==> src/rtl/irq_gw_pkg.sv <==
package irq_gw_pkg;

    typedef enum logic {
        TRIG_LEVEL = 1'b0,
        TRIG_EDGE  = 1'b1
    } trig_e;

    // Conditioned view of the synchronised source line.
    typedef struct packed {
        logic level;
        logic rise;
    } sense_t;

    // Width of a counter that must hold values 0..maxv.
    function automatic int unsigned cnt_width(input int unsigned maxv);
        return (maxv < 2) ? 1 : $clog2(maxv + 1);
    endfunction

endpackage

==> src/rtl/irq_gw_sync.sv <==
module irq_gw_sync #(
    parameter int unsigned STAGES = 2
) (
    input  logic clk,
    input  logic rst,
    input  logic d_i,
    output logic q_o
);
    logic [STAGES-1:0] chain_q;

    generate
        if (STAGES == 1) begin : g_single
            always_ff @(posedge clk) begin
                if (rst) chain_q <= '0;
                else     chain_q <= d_i;
            end
        end else begin : g_multi
            always_ff @(posedge clk) begin
                if (rst) chain_q <= '0;
                else     chain_q <= {chain_q[STAGES-2:0], d_i};
            end
        end
    endgenerate

    assign q_o = chain_q[STAGES-1];
endmodule

==> src/rtl/irq_gw_sense.sv <==
module irq_gw_sense
    import irq_gw_pkg::*;
(
    input  logic   clk,
    input  logic   rst,
    input  logic   level_i,
    output sense_t sense_o
);
    logic prev_q;

    always_ff @(posedge clk) begin
        if (rst) prev_q <= 1'b0;
        else     prev_q <= level_i;
    end

    always_comb begin
        sense_o.level = level_i;
        sense_o.rise  = level_i & ~prev_q;
    end
endmodule

==> src/rtl/irq_gw_pend.sv <==
module irq_gw_pend
    import irq_gw_pkg::*;
#(
    parameter int unsigned MAX_PENDING = 7,
    localparam int unsigned CW = cnt_width(MAX_PENDING)
) (
    input  logic          clk,
    input  logic          rst,
    input  logic          enable_i,
    input  logic          inc_i,
    input  logic          dec_i,
    output logic          nonzero_o,
    output logic [CW-1:0] count_o
);
    localparam logic [CW-1:0] CAP = CW'(MAX_PENDING);

    logic [CW-1:0] count_q, count_d;

    always_comb begin
        count_d = count_q;
        if (!enable_i) begin
            count_d = '0;
        end else begin
            unique case ({inc_i, dec_i})
                2'b10:   count_d = (count_q == CAP) ? count_q : count_q + 1'b1;
                2'b01:   count_d = (count_q == '0) ? count_q : count_q - 1'b1;
                default: count_d = count_q;
            endcase
        end
    end

    always_ff @(posedge clk) begin
        if (rst) count_q <= '0;
        else     count_q <= count_d;
    end

    assign count_o   = count_q;
    assign nonzero_o = (count_q != '0);

    assert_sat_bound_R5: assert property (@(posedge clk) disable iff (rst)
        count_q <= CAP);

    assert_sat_hold_R5: assert property (@(posedge clk) disable iff (rst)
        (enable_i && inc_i && !dec_i && count_q == CAP) |=> (count_q == CAP));

    assert_drop_empty_R6: assert property (@(posedge clk) disable iff (rst)
        !enable_i |=> (count_q == '0));
endmodule

==> src/rtl/irq_gateway.sv <==
module irq_gateway
    import irq_gw_pkg::*;
#(
    parameter int unsigned SYNC_STAGES = 2,
    parameter int unsigned MAX_PENDING = 7,
    localparam int unsigned CW = cnt_width(MAX_PENDING)
) (
    input  logic clk,
    input  logic rst,
    input  logic irq_raw_i,
    input  logic trig_edge_i,
    input  logic edge_queue_i,
    input  logic done_i,
    output logic req_o
);
    trig_e         mode;
    logic          level_s;
    sense_t        sense;
    logic          busy_q;
    logic          req_q;
    logic          fire;
    logic          queue_en;
    logic          pend_inc, pend_dec, pend_nz;
    logic [CW-1:0] pend_cnt;

    assign mode     = trig_e'(trig_edge_i);
    assign queue_en = (mode == TRIG_EDGE) && edge_queue_i;

    irq_gw_sync #(.STAGES(SYNC_STAGES)) u_sync (
        .clk (clk),
        .rst (rst),
        .d_i (irq_raw_i),
        .q_o (level_s)
    );

    irq_gw_sense u_sense (
        .clk     (clk),
        .rst     (rst),
        .level_i (level_s),
        .sense_o (sense)
    );

    // A new edge is stored whenever it cannot be served directly.
    assign pend_inc = sense.rise && queue_en && (busy_q || pend_nz);
    assign pend_dec = fire && pend_nz;

    irq_gw_pend #(.MAX_PENDING(MAX_PENDING)) u_pend (
        .clk       (clk),
        .rst       (rst),
        .enable_i  (queue_en),
        .inc_i     (pend_inc),
        .dec_i     (pend_dec),
        .nonzero_o (pend_nz),
        .count_o   (pend_cnt)
    );

    always_comb begin
        fire = 1'b0;
        if (!busy_q) begin
            if (mode == TRIG_EDGE) fire = sense.rise || pend_nz;
            else                   fire = sense.level;
        end
    end

    always_ff @(posedge clk) begin
        if (rst) begin
            busy_q <= 1'b0;
            req_q  <= 1'b0;
        end else begin
            req_q <= fire;
            if (fire)        busy_q <= 1'b1;
            else if (done_i) busy_q <= 1'b0;
        end
    end

    assign req_o = req_q;

    assert_reset_low_R1: assert property (@(posedge clk)
        rst |=> !req_o);

    assert_hold_busy_R3: assert property (@(posedge clk) disable iff (rst)
        (busy_q && !done_i) |=> !req_o);

    assert_level_fire_R7: assert property (@(posedge clk) disable iff (rst)
        (!busy_q && mode == TRIG_LEVEL && level_s) |=> req_o);

    assert_single_cycle_R10: assert property (@(posedge clk) disable iff (rst)
        req_o |=> !req_o);

    assert_req_sets_busy_R3: assert property (@(posedge clk) disable iff (rst)
        req_o |-> busy_q);

    assert_pend_width_R5: assert property (@(posedge clk) disable iff (rst)
        pend_cnt <= CW'(MAX_PENDING));
endmodule

==> config.mk <==
export PLATFORM = sky130hd
export DESIGN_NAME = irq_gateway
export DESIGN_NICKNAME = d
export VERILOG_FILES = /design/src/rtl/irq_gw_pkg.sv /design/src/rtl/irq_gw_sync.sv /design/src/rtl/irq_gw_sense.sv /design/src/rtl/irq_gw_pend.sv /design/src/rtl/irq_gateway.sv
export SDC_FILE = /design/constraint.sdc
export NUM_CORES = 1
export LEC_CHECK = 0
export CORE_AREA = 2 2 39 41
export DETAILED_ROUTE_END_ITERATION = 6
export DIE_AREA = 0 0 41 43
export DONT_BUFFER_PORTS = 1
export PLACE_DENSITY = 0.59
export SYNTH_ARGS = -nofsm -noshare
export SYNTH_HDL_FRONTEND = slang
export SYNTH_SLANG_ARGS = --single-unit
==> constraint.sdc <==
create_clock -name clk -period 2.3 [get_ports clk]
set_clock_uncertainty 0.05 [all_clocks]
set_input_delay 0.46 -clock clk [delete_from_list [all_inputs] [get_ports clk]]
set_output_delay 0.46 -clock clk [all_outputs]
set_load 0.05 [all_outputs]
### Yosys cells after proc, flatten, opt, wreduce, memory -nomap -nowiden

Cells that the tools add are included.
W data, S select, Z words.

* bits in latches: 0
* register bits: 8
* logic and storage cells: 34
* output and inout port bits: 1
* memories kept: 0
* memory bits (read-only): 0
* memory bits (writable): 0

* shift-type cells: 0
* reduce and logical (&&, ||, !) cells: 12
* mux-type cells: 7
* bitwise operators: 3
* order comparisons: 0
* div/mod/pow operators: 0
* equal/unequal tests: 5
* multiply operators: 0
* $add $sub $neg: 2

Operators with widths (number)
* $mux W3: 2
* $pmux W3 S2: 1
* $logic_and A1 B1 Y1: 4
* $mux W1: 4
* $ne A2 B2 Y1 const B: 2
* $reduce_bool A2 Y1: 2
* $add A3 B1 Y3 const B: 1
* $eq A3 B3 Y1 const B: 1
* $logic_not A3 Y1: 1
* $reduce_and A3 Y1: 1
* $reduce_bool A3 Y1: 1
* $sub A3 B1 Y3 const B: 1
* $eq A2 B1 Y1 const B: 1
* $eq A2 B2 Y1 const B: 1
* $logic_or A1 B1 Y1: 2
* $not A1 Y1: 2
* $reduce_or A2 Y1: 1
* $and A1 B1 Y1: 1

### Depth between registers and ports, before layout

* word-level depth: 9
* gate-level depth with buffers: 8
* depth with buffers taken out: 8

### Cells and area by module

From an unflattened synthesis, not the netlist that was laid out.

* cell total of the unflattened synthesis: 45
* area total of the unflattened synthesis: 446.7 µm²

Modules (own cells, without submodules)
* irq_gw_pend: cells each 27, area an instance 240.2 µm², instances 1, sequential area each 60.1 µm²
* irq_gateway: cells each 10, area an instance 98.8 µm², instances 1, sequential area each 40.0 µm²
* irq_gw_sense: cells each 4, area an instance 55.1 µm², instances 1, sequential area each 20.0 µm²
* irq_gw_sync: cells each 4, area an instance 52.6 µm², instances 1, sequential area each 40.0 µm²

### Worst setup path before layout

No wires, ideal clock.

* path kind: input to register
* from: input port trig_edge_i
* to: register u_pend.count_q[2], in the netlist u_pend.count_o[2]
* required time: 2.171 ns
* cell stages on the path: 8
* library setup time: 0.079 ns
* setup slack: 0.299 ns
* data arrival time: 1.871 ns
* cells stage by stage: and4b_4 > nor3_4 > o21ai_1 > o21ai_0 > ha_1 > nor3_1 > a311o_1 > a211oi_2

* longest elaborated chain between the ends: 6
* elaborated cells on any way between the ends: 15
* classes of those cells: eq/ne: 4; mux: 3; bitwise: 1; reduce/logical: 7

Ends and longest elaborated chain
* start: declaration: line irq_gateway.sv:11 `input logic trig_edge_i,`
* $mux W1 or $logic_and A1 B1 Y1 (tied branches): line irq_gateway.sv:60, irq_gateway.sv:27
* $mux W1 or $logic_and A1 B1 Y1 (tied branches): line irq_gateway.sv:59, irq_gateway.sv:44
* $logic_and A1 B1 Y1 (on tied branches): line irq_gateway.sv:45, irq_gateway.sv:44
* $eq A2 B1 Y1 or $eq A2 B2 Y1 (tied branches): line irq_gw_pend.sv:24 `unique case ({inc_i, dec_i})`
* $ne A2 B2 Y1 (no line) or $reduce_bool A2 Y1 (tied branches)
* $reduce_and A3 Y1 (no line)
* end signal: assignment: line irq_gw_pend.sv:34 `else count_q <= count_d;`
* end: declaration: line irq_gw_pend.sv:17 `logic [CW-1:0] count_q, count_d;`

Several ways; a longest one is shown, not always the timed one.
A chain may end at the register's enable or synchronous reset.

### Final worst setup path

* from: register u_sync.chain_q[1]
* to: register u_pend.count_q[2], in the netlist u_pend.count_o[2]

* longest elaborated chain between the ends: 8
* elaborated cells on any way between the ends: 14
* classes of those cells: eq/ne: 4; mux: 3; bitwise: 1; reduce/logical: 6

Ends and longest elaborated chain
* start: declaration: line irq_gw_sync.sv:9 `logic [STAGES-1:0] chain_q;`
* start signal: assignment: line irq_gw_sync.sv:20 `else chain_q <= {chain_q[STAGES-2:0], d_i};`
* $and A1 B1 Y1: line irq_gw_sense.sv:18 `sense_o.rise = level_i & ~prev_q;`
* $logic_or A1 B1 Y1: line irq_gateway.sv:60 `if (mode == TRIG_EDGE) fire = sense.rise || pend_nz;`
* $mux W1: line irq_gateway.sv:60
* $mux W1: line irq_gateway.sv:59 `if (!busy_q) begin`
* $logic_and A1 B1 Y1: line irq_gateway.sv:45 `assign pend_dec = fire && pend_nz;`
* $eq A2 B1 Y1 or $eq A2 B2 Y1 (tied branches): line irq_gw_pend.sv:24
* $ne A2 B2 Y1 (no line) or $reduce_bool A2 Y1 (tied branches)
* $reduce_and A3 Y1 (no line)

Several ways; a longest one is shown, not always the timed one.

==> flow_metrics.tcl <==
set metrics [dict create \
    worstReg2RegEnd "u_pend.count_o[2]" \
    rsz0062_at_grt "false" \
    final.setup.tns_ns 0 \
    setup.worst_path.class "flip-flop to flip-flop" \
    switching_share_pct 24.7 \
    die_w_um 41 \
    cts_buffers 3 \
    power_frac_clock_pct 40.7 \
    grt_max_degree 10 \
    min_to "busy_q" \
    cts_setup_buffers 0 \
    core_area_mm2 0.00138 \
    critical_path_required_ns 2.44 \
    synth_cell_types 29 \
    drt_iter0_drc 9 \
    netSwitchingPower_mw 0.0695 \
    final_cell_mix "dfxtp_1, nand2_1, nand3_1" \
    nFillCells 142 \
    hold_slack_ns 0.206 \
    drt-pass1-iter-count 4 \
    crit_family "compound AO/OA/AOI/OAI gates" \
    die_area_mm2 0.00176 \
    cp_data_arrival_time_ns 2.17 \
    ys_ff_latch 8 \
    end_kind "flip-flop" \
    p_int_mw 0.212 \
    worst_path_max_delay_cell "dfxtp_1" \
    finalNetCount 62 \
    seq_area_frac_synth_pct 34.3 \
    yosysWarnings 0 \
    cts_tree "done" \
    max_slew_margin_pct 68.5 \
    synth_mux_area_share_pct 3.22 \
    grt_first_pass_wirelength_um 1620 \
    cts_hold_buf 0 \
    r2r_start "u_sync.chain_q[1]" \
    clkTransAtPathRegs_ns 0.06 \
    clock_sinks 8 \
    yosys.area_share.simple_pct 34.3 \
    max_cap_viol_count 0 \
    start_util_pct 33.7 \
    mostFrequentLayoutCell "dfxtp_1" \
    syn_area_per_cell_um2 8.97 \
    final_util_pct 36.1 \
    peakVddDrop_v 0.000249 \
    path_cells "and4b_4, nor3_4, o21ai_1, o21ai_0, ha_1, nor3_1, a311o_1, a211oi_2" \
    dpl_cell_area_um2 477 \
    wl_um 904 \
    fmax_mhz 492 \
    drive_gt1_share_pct 20.8 \
    synth_xor_area_share_pct 0 \
    grt.total_usage_pct 13.7 \
    syn_to_final_growth_pct 6.97 \
    first_global_vias 401 \
    hold_viol_final 0 \
    worst_r2r_path_depth 8 \
    holdCritStartpoint "rst" \
    cp_num_buf_inv 0 \
    power_frac_comb_pct 6.9 \
    stdcell_area_um2 499 \
    path_max_fanout 6 \
    vias_per_cell 5.59 \
    post-route-min-period_ns 2.03 \
    synth_area_um2 467 \
    die_y_um 43 \
    vias 386 \
    root_buffer "clkbuf_4" \
    min_path_type "input pin to flip-flop" \
    grt-ovfl-total 0 \
    syn-num-nets 59 \
    finalSetupViolations 0 \
    worstMarginPinSlew_ns 0.472 \
    start_kind "flip-flop" \
    ant_nets 0 \
    run_status "complete, no violations" \
    synth_cells 52 \
    drt-wirelength-per-cell_um 13.1 \
    diodes 0 \
    post-route-period-util_pct 88.3 \
    rows 14 \
    rrSetupSlack_ns 0.27 \
    hold-path-cell-count 1 \
    finalPower_mw 0.282 \
    drv_slew 0 \
    ios 7 \
    seqPwrFrac_pct 52.4 \
    worstSkewPairLatency_ns 0.27 \
    htreeDepth 1 \
    synth_top_family_by_area "simple AND/OR/NAND/NOR gates" \
    synth_compound_area_share_pct 20.9 \
    cts_resized 0 \
    pwr_density_cell_mw_per_mm2 564 \
    drc 0 \
    clockBufferDepth 2 \
    place.gp.congestion 0.776 \
    p_leak_nw 0.172 \
    io_buffer_count 0 \
    dp.final_hpwl_um 644 \
    cpPeakStageDelay_ns 0.33 \
    antenna_found_initial 0 \
    synthAdderAreaFrac_pct 2.68 \
]
-- per-layer routing --
| metal | part of all wire (%) | vias to the layer above | global-route usage, % | wire, um |
|---|---|---|---|---|
| li1 | - | 193 | - | - |
| met1 | 48 | 183 | 17.8 | 436 |
| met2 | 44 | 6 | 18.1 | 401 |
| met3 | 3.7 | 4 | 2.62 | 33 |
| met4 | 3.5 | 0 | 12.0 | 32 |
| met5 | 0 | - | 0 | 0 |
-- power groups by stage --
stage	sequential [mW]	combinational, mW	clock [mW]
floorplan	0.148	0.0200	0
global placement	0.151	0.0192	0
detailed placement	0.151	0.0192	0
CTS	0.148	0.0194	0.118
global route	0.148	0.0215	0.124
finish	0.148	0.0193	0.115
-- cell families after synthesis --
| logic type | after synthesis |
|---|---|
| multiplexers | 1 |
| buffers and inverters | 4 |
| AO/OA/AOI/OAI | 13 |
| adder cells (fa/ha/maj) | 1 |
| AND/OR/NAND/NOR | 25 |
| flip-flops | 8 |
-- Yosys cell counts --
master / number / area, um2
and4b_4: 1 / 13.8
dfxtp_1: 8 / 160
a311o_1: 1 / 10.0
nand2b_1: 1 / 6.26
o21ai_1: 2 / 10.0
nand3_1: 4 / 20.0
a211oi_2: 1 / 12.5
a21oi_1: 1 / 5.00
buf_2: 2 / 10.0
nor3_4: 1 / 16.3
o21ai_0: 1 / 5.00
inv_1: 1 / 3.75
o31a_2: 1 / 10.0
mux2_4: 1 / 15.0
a211oi_1: 2 / 15.0
and2_4: 1 / 8.76
and2_1: 1 / 6.26
and2b_1: 2 / 15.0
a31oi_1: 2 / 12.5
a2bb2oi_1: 1 / 8.76
ha_1: 1 / 12.5
nand3b_1: 1 / 7.51
nor2b_1: 3 / 18.8
nor2_1: 3 / 11.3
nor3_1: 2 / 10.0
buf_4: 1 / 7.51
a221oi_1: 1 / 8.76
nand2_1: 4 / 15.0
or3_4: 1 / 11.3
-- state kept, by name (all words and copies together), names as in the netlist --
register / flops
u_sense.prev_q: 1
busy_q: 1
u_pend.count_o: 3
req_o: 1
u_sync.chain_q: 2
-- metrics by stage --
stage,worst slack (ns),std cells
global route,0.146,69
global placement,0.176,66
floorplan,0.299,52
detailed placement,0.160,66
finish,0.269,69
CTS,0.277,69
-- how the worst max path moves through the flow --
stage                                 start                end  depth (start not counted)
after floorplan                 trig_edge_i  u_pend.count_o[2]                          8
after global placement          trig_edge_i  u_pend.count_o[2]                          8
after detailed placement        trig_edge_i  u_pend.count_o[2]                          8
after CTS                 u_sync.chain_q[1]  u_pend.count_o[2]                          8
after global routing      u_sync.chain_q[1]  u_pend.count_o[2]                          8
final                     u_sync.chain_q[1]  u_pend.count_o[2]                          8
-- layout make-up --
| type | count | area (um2) | share of cell area [%] |
|---|---|---|---|
| Timing Repair Buffer | 1 | 7.51 | 1.50 |
| Sequential cell | 8 | 160 | 32.1 |
| Clock buffer | 3 | 22.5 | 4.51 |
| Multi-Input combinational cell | 40 | 285 | 57.1 |
| Inverter | 1 | 3.75 | 0.752 |
| Tap cell | 16 | 20.0 | 4.01 |
Power figures use the tool's default switching activity.
